==> config.mk <==
export PLATFORM = sky130hd
export DESIGN_NAME = pps_pin_unit
export DESIGN_NICKNAME = d
export VERILOG_FILES = /design/src/rtl/pps_pkg.sv /design/src/rtl/pps_in_sync.sv /design/src/rtl/pps_wave_gen.sv /design/src/rtl/pps_stamp_reg.sv /design/src/rtl/pps_pin_unit.sv
export SDC_FILE = /design/constraint.sdc
export NUM_CORES = 1
export LEC_CHECK = 0
export ABC_AREA = 1
export BUFFER_PORTS_ARGS = -buffer_cell sky130_fd_sc_hd__buf_2
export CAP_MARGIN = 25
export CORE_MARGIN = 8
export CORE_UTILIZATION = 45
export CTS_BUF_LIST = sky130_fd_sc_hd__clkbuf_8
export DETAILED_ROUTE_END_ITERATION = 16
export GPL_TIMING_DRIVEN = 0
export PLACE_DENSITY = 0.63
export SLEW_MARGIN = 20
export SYNTH_ARGS = -nofsm -noshare
export SYNTH_HDL_FRONTEND = slang
export SYNTH_HIERARCHICAL = 1
export SYNTH_SLANG_ARGS = --single-unit
==> constraint.sdc <==
create_clock -name clk -period 2.4 [get_ports clk]
set_input_delay 0.12 -clock clk [delete_from_list [all_inputs] [get_ports clk]]
set_output_delay 0.12 -clock clk [all_outputs]
set_load 0.01 [all_outputs]
==> src/rtl/pps_pkg.sv <==
package pps_pkg;

  typedef enum logic [1:0] {
    MD_PERIODIC = 2'd0,
    MD_CAPTURE  = 2'd1,
    MD_ONESHOT  = 2'd2,
    MD_RSVD     = 2'd3
  } pin_mode_t;

  typedef enum logic [2:0] {
    ST_IDLE,
    ST_WAIT,
    ST_STALE,
    ST_RUN,
    ST_PULSE
  } wave_st_t;

  // Periods below two cannot hold both halves, so clamp.
  function automatic logic [63:0] eff_period(input logic [63:0] p);
    return (p < 64'd2) ? 64'd2 : p;
  endfunction

  function automatic logic [63:0] high_len(input logic [63:0] p);
    logic [63:0] e;
    e = eff_period(p);
    return e - (e >> 1);
  endfunction

  function automatic logic [63:0] low_len(input logic [63:0] p);
    return eff_period(p) >> 1;
  endfunction

endpackage

==> src/rtl/pps_in_sync.sv <==
module pps_in_sync #(
  parameter int SYNC_N = 2
) (
  input  logic clk,
  input  logic rst_n,
  input  logic pin_i,
  output logic rise_o
);
  logic [SYNC_N:0] sh_q;

  always_ff @(posedge clk) begin
    if (!rst_n) sh_q <= '0;
    else        sh_q <= {sh_q[SYNC_N-1:0], pin_i};
  end

  assign rise_o = sh_q[SYNC_N-1] & ~sh_q[SYNC_N];
endmodule

==> src/rtl/pps_wave_gen.sv <==
module pps_wave_gen
  import pps_pkg::*;
#(
  parameter int TW        = 32,
  parameter int ONESHOT_W = 4
) (
  input  logic          clk,
  input  logic          rst_n,
  input  logic          arm_i,
  input  logic          en_i,
  input  pin_mode_t     mode_i,
  input  logic [TW-1:0] start_i,
  input  logic [TW-1:0] period_i,
  input  logic [TW-1:0] time_i,
  output logic          wave_o,
  output logic          fire_o
);
  localparam int CW = $clog2(ONESHOT_W + 1);

  wave_st_t       st_q;
  logic           wave_q;
  logic [TW-1:0]  start_q;
  logic [TW-1:0]  hi_q;
  logic [TW-1:0]  lo_q;
  logic [TW-1:0]  edge_q;
  logic [CW-1:0]  cnt_q;
  logic           reached_start;
  logic           reached_edge;

  assign fire_o        = arm_i && en_i && (mode_i == MD_ONESHOT);
  assign reached_start = (time_i >= start_q);
  assign reached_edge  = (time_i >= edge_q);
  assign wave_o        = wave_q;

  always_ff @(posedge clk) begin
    if (!rst_n) begin
      st_q    <= ST_IDLE;
      wave_q  <= 1'b0;
      start_q <= '0;
      hi_q    <= '0;
      lo_q    <= '0;
      edge_q  <= '0;
      cnt_q   <= '0;
    end else if (arm_i) begin
      wave_q  <= 1'b0;
      st_q    <= ST_IDLE;
      start_q <= start_i;
      hi_q    <= TW'(high_len(64'(period_i)));
      lo_q    <= TW'(low_len(64'(period_i)));
      if (en_i && mode_i == MD_PERIODIC) begin
        st_q <= (start_i > time_i) ? ST_WAIT : ST_STALE;
      end else if (fire_o) begin
        st_q   <= ST_PULSE;
        wave_q <= 1'b1;
        cnt_q  <= CW'(ONESHOT_W - 1);
      end
    end else begin
      case (st_q)
        ST_WAIT: if (reached_start) begin
          st_q   <= ST_RUN;
          wave_q <= 1'b1;
          edge_q <= start_q + hi_q;
        end
        ST_RUN: if (reached_edge) begin
          wave_q <= ~wave_q;
          edge_q <= edge_q + (wave_q ? lo_q : hi_q);
        end
        ST_PULSE: begin
          if (cnt_q == '0) begin
            st_q   <= ST_IDLE;
            wave_q <= 1'b0;
          end else begin
            cnt_q <= cnt_q - 1'b1;
          end
        end
        default: ;
      endcase
    end
  end

  AST_START_GATE: assert property (@(posedge clk) disable iff (!rst_n)
    (st_q == ST_RUN && $rose(wave_q) && $past(st_q) == ST_WAIT) |-> ($past(time_i) >= start_q));

  AST_PHASE_STEP: assert property (@(posedge clk) disable iff (!rst_n)
    (st_q == ST_RUN && $past(st_q) == ST_RUN && wave_q != $past(wave_q)) |-> ($past(time_i) >= $past(edge_q)));
endmodule

==> src/rtl/pps_stamp_reg.sv <==
module pps_stamp_reg #(
  parameter int TW = 32
) (
  input  logic          clk,
  input  logic          rst_n,
  input  logic          cap_ev,
  input  logic          shot_ev,
  input  logic          rd_i,
  input  logic [TW-1:0] time_i,
  output logic [TW-1:0] ts_o,
  output logic          new_o
);
  logic latch_ev;
  assign latch_ev = cap_ev | shot_ev;

  always_ff @(posedge clk) begin
    if (!rst_n) begin
      ts_o  <= '0;
      new_o <= 1'b0;
    end else begin
      if (latch_ev) ts_o <= time_i;
      if (latch_ev)  new_o <= 1'b1;
      else if (rd_i) new_o <= 1'b0;
    end
  end

  AST_LATCH_SETS: assert property (@(posedge clk) disable iff (!rst_n)
    latch_ev |=> new_o);

  AST_READ_CLEARS: assert property (@(posedge clk) disable iff (!rst_n)
    (rd_i && !latch_ev) |=> !new_o);
endmodule

==> src/rtl/pps_pin_unit.sv <==
module pps_pin_unit
  import pps_pkg::*;
#(
  parameter int TW        = 32,
  parameter int ONESHOT_W = 4,
  parameter int SYNC_N    = 2
) (
  input  logic          clk,
  input  logic          rst_n,
  input  logic [TW-1:0] time_now,
  input  logic          cfg_we,
  input  logic [1:0]    cfg_addr,
  input  logic [TW-1:0] cfg_wdata,
  input  logic          ts_rd,
  output logic [TW-1:0] ts_value,
  output logic          ts_new,
  input  logic          pin_in,
  output logic          pin_out,
  output logic          pin_oe
);
  localparam logic [1:0] A_CTRL  = 2'd0;
  localparam logic [1:0] A_START = 2'd1;
  localparam logic [1:0] A_PER   = 2'd2;

  logic          en_q;
  pin_mode_t     mode_q;
  logic [TW-1:0] start_q;
  logic [TW-1:0] period_q;
  logic          arm;
  logic          w_en;
  pin_mode_t     w_mode;
  logic          cap_mode;
  logic          rise;
  logic          cap_ev;
  logic          fire;
  logic          wave;

  assign arm    = cfg_we && (cfg_addr == A_CTRL);
  assign w_en   = cfg_wdata[0];
  assign w_mode = pin_mode_t'(cfg_wdata[2:1]);

  always_ff @(posedge clk) begin
    if (!rst_n) begin
      en_q     <= 1'b0;
      mode_q   <= MD_PERIODIC;
      start_q  <= '0;
      period_q <= TW'(2);
    end else if (cfg_we) begin
      case (cfg_addr)
        A_CTRL: begin
          en_q   <= w_en;
          mode_q <= w_mode;
        end
        A_START: start_q  <= cfg_wdata;
        A_PER:   period_q <= cfg_wdata;
        default: ;
      endcase
    end
  end

  assign cap_mode = en_q && (mode_q == MD_CAPTURE);
  assign cap_ev   = cap_mode && rise;

  pps_in_sync #(.SYNC_N(SYNC_N)) u_sync (
    .clk    (clk),
    .rst_n  (rst_n),
    .pin_i  (pin_in),
    .rise_o (rise)
  );

  pps_wave_gen #(.TW(TW), .ONESHOT_W(ONESHOT_W)) u_wave (
    .clk      (clk),
    .rst_n    (rst_n),
    .arm_i    (arm),
    .en_i     (w_en),
    .mode_i   (w_mode),
    .start_i  (start_q),
    .period_i (period_q),
    .time_i   (time_now),
    .wave_o   (wave),
    .fire_o   (fire)
  );

  pps_stamp_reg #(.TW(TW)) u_stamp (
    .clk     (clk),
    .rst_n   (rst_n),
    .cap_ev  (cap_ev),
    .shot_ev (fire),
    .rd_i    (ts_rd),
    .time_i  (time_now),
    .ts_o    (ts_value),
    .new_o   (ts_new)
  );

  assign pin_out = wave;
  assign pin_oe  = !cap_mode;

  AST_CAP_QUIET: assert property (@(posedge clk) disable iff (!rst_n)
    cap_mode |-> !pin_out);

  AST_SHOT_STAMP: assert property (@(posedge clk) disable iff (!rst_n)
    fire |=> (ts_value == $past(time_now) && ts_new));
endmodule

==> impl_metrics.toml <==
[grt]
grt.overflow.total = 0
antenna_found_initial = 0
grt_pass1_vias = 19750
grt_pass1_wl_um = 106800
track_usage = 0.2880
grt_max_degree = 14

[drt]
dr.first_iter.drc_count = 1309
viasPerCell = 5.291
detail_route.wl_per_cell_um = 18.58
drc = 0
drt_wl_total_um = 70950
ant_nets = 0
vias = 20200
drt_pass1_iterations = 7

[cts]
cts-root-buf = "clkbuf_8"
cts_tree = "built"
cts_max_path_buffers = 3
cts_max_level = 2
insertion_delay_ns = 0.64
cts.reportedPaths.clkPinSlew_ns = 0.06
cts_inserted_buffers = 44
clock_sinks = 237

[floorplanning]
io_pins = 106
placement_rows = 73
core-area_um2 = 39820
die_w_um = 217.1
design.die.area_um2 = 47150
initial_core_util = 0.4572
fp.dieH_um = 217.1

[logic_synthesis]
ys_seq_elements = 237
ys_warn_count = 6
ys.flop_type = "dfxtp_1"
synth_edf_count = 0
synth_area_leaders = "dfxtp_1 26%, nand2_1 15%, ha_1 13%"
synth_async_sr_flop_share = 0
synth.top_cell.area_share = 0.2606
synth_nets = 3207
seq_area_frac_synth = 0.2606
synthesis.instances = 2942
synth_largest_area_cell = "dfxtp_1"
synth.avg_cell_area_um2 = 6.188
synth_area_um2 = 18210
ys_types = 46

[worst_setup_path]
slowest_stage = "fa_2"
worst_ep_arrival_time_ns = 3.50
critPathMaxStageDelay_ns = 0.39
crit_required_ns = 2.97
cpMostUsedCell = "nand3_2"
end_kind = "flop"
start_kind = "flop"
critPathKind = "reg2reg"
r2r-start = "period_q[19]"
rrSetupSlack_ns = -0.53
crit_fanout = 4
r2r-end = "u_wave/hi_q[18]"
crit_start = "period_q[19]"
cp_cell_sequence = "nor4_4 -> nand3_2 -> nor4_4 -> nand2_2 -> nand2_4 -> inv_2 -> fa_2 -> inv_2 -> nand3_2 -> nand2_4 -> a21boi_4 -> buf_4 -> o21bai_4 -> nand3_2 -> nand2_2 -> xor2_2 -> o21ai_1 -> inv_1"
reg2regPathDepth = 18

[sta]
setup_viol = 58
setup_slack_ns = -0.5282
skew_ns = 0.05012
tightest_slew_ns = 0.8493
fin_crit_sh = 1.220
fin_crit_ns = 2.928
finalMaxSlewViolations = 0
whs_ns = 0.2533
hold_viol = 0
max_clock_freq_mhz = 341.5
grt_setup_unrepaired = "true"
slew-limit-headroom = 0.4338

[pwr]
leakagePower_nw = 12.12
powerDensity_nw_per_um2 = 521.3
ir_drop_uv = 438.2

[cells_and_area]
seqCellArea_um2 = 4765
multi_input_area_um2 = 13330
fill_cells = 3743
diodes = 0
final_util = 0.6057
finalNetCount = 3527
drive_gt1_frac = 0.2068
syn_to_final_growth_pct = 32.48

[worst_hold_path]
whs_path_depth = 4
min_from = "cfg_wdata[12]"
hold_end = "start_q[12]"
hp-class = "in2reg"

[flow_run]
cap_violations = 0

[outcome]
status = "complete, but fails checks"
violations = "setup timing"

[placement]
gp_congestion = 0.9607
numPortBuffers = 104
dp_hpwl_um = 54310
==> flip-flops by register name, indices dropped and copies added, names as in the netlist, 31 cells and up <==
signal	flops
u_wave/lo_q	31
u_wave/start_q	32
u_wave/hi_q	32
u_stamp/ts_o	32
start_q	32
u_wave/edge_q	32
period_q	32
==> per-stage QoR <==
stage	total power [mW]	cells	setup TNS (ns)	worst slack [ns]	area, um2
6_report	12.57	3818	-19.04	-0.5282	24120
2_1_floorplan	6.470	2942	-0.2528	-0.06848	18230
4_1_cts	12.19	3790	-16.30	-0.5949	23120
3_3_place_gp	7.418	3571	-45.22	-1.002	19410
3_5_place_dp	7.469	3571	-45.54	-1.034	19410
5_1_grt	13.27	3818	-25.89	-0.6343	24120
==> Yosys cell counts (15+ instances only) <==
library cell	count
nand4_1	28
dfxtp_1	237
ha_1	191
buf_6	15
inv_1	448
xor2_1	25
nand2_1	745
nand3_1	130
clkbuf_1	72
nor3_1	26
o21ai_0	207
a21oi_1	280
nor2_1	397
==> worst max-delay path: cells and delay by family, from the launching register on <==
family	cells	cell delay [ns]
compound gates	3	0.29
xor+xnor	1	0.19
fa+ha+maj	1	0.39
buf+inv	4	0.32
flops	1	0.36
simple gates	9	1.32
==> final cells by class <==
cell class                 instances  share of cell area
clock buffer                      54             0.03081
timing repair buffer             274             0.08710
inverter                         452             0.07091
multi-input combinational       2139              0.5526
buffer                           114             0.02858
clock inverter                    23            0.005188
sequential                       237              0.1975
tap                              525             0.02723
==> where the power goes <==
group / total (mW) / internal, mW / switching, mW
sequential: 4.38 / 4.16 / 0.221
clock: 3.92 / 2.05 / 1.86
combinational: 4.28 / 1.72 / 2.56
total: 12.6 / 7.94 / 4.64
==> how the worst max path moves through the flow <==
stage / end / slack (ns)
after floorplan: u_wave/hi_q[18] / -0.07
after global placement: u_wave/edge_q[28] / -1.00
after detailed placement: u_wave/edge_q[28] / -1.03
after CTS: u_wave/hi_q[30] / -0.59
after global routing: u_wave/hi_q[28] / -0.63
final: u_wave/hi_q[18] / -0.53
==> layout by cell type (no fill, tap or decap), types with 70 or more instances in the layout <==
cell           Yosys  routed
nand2_1          745     640
ha_1             191     159
a21oi_1          280     242
inv_1            448     448
buf_2             11     115
dfxtp_1          237     227
nor2_1           397     366
nand2_2            6      70
buf_4             10      77
dlygate4sd3_1      0      73
nand3_1          130      90
o21ai_0          207     131
==> cells by family (layout without fill, tap and decap cells) <==
family          after synthesis  after routing  share of synthesized area
flops                       237            237                     0.2606
buf+inv                     566            917                     0.1257
fa+ha+maj                   194            194                     0.1346
mux                           1              1                  0.0005498
simple gates               1368           1368                     0.3056
compound gates              544            544                     0.1576
xor+xnor                     32             32                    0.01539
==> timing repair <==
action | 4_1_cts | 5_1_grt
gates resized for setup | 387 | 208
pin swaps | 116 | 141
setup endpoints to repair | 63 | 97
buffers inserted | 70 | 36
hold buffers | 73 | 0
hold endpoints to repair | 108 | 0
==> routing by layer <==
layer | part of all wire | vias to the layer above | wire (um) | GRT usage
met1 | 0.42 | 9366 | 29940 | 0.3597
met3 | 0.060 | 155 | 4286 | 0.04383
li1 | - | 10040 | - | -
met2 | 0.48 | 641 | 34020 | 0.4952
met4 | 0.038 | 0 | 2696 | 0.1087
met5 | 0 | - | 0 | 0
Note: power is estimated with default switching activity, not from simulation.
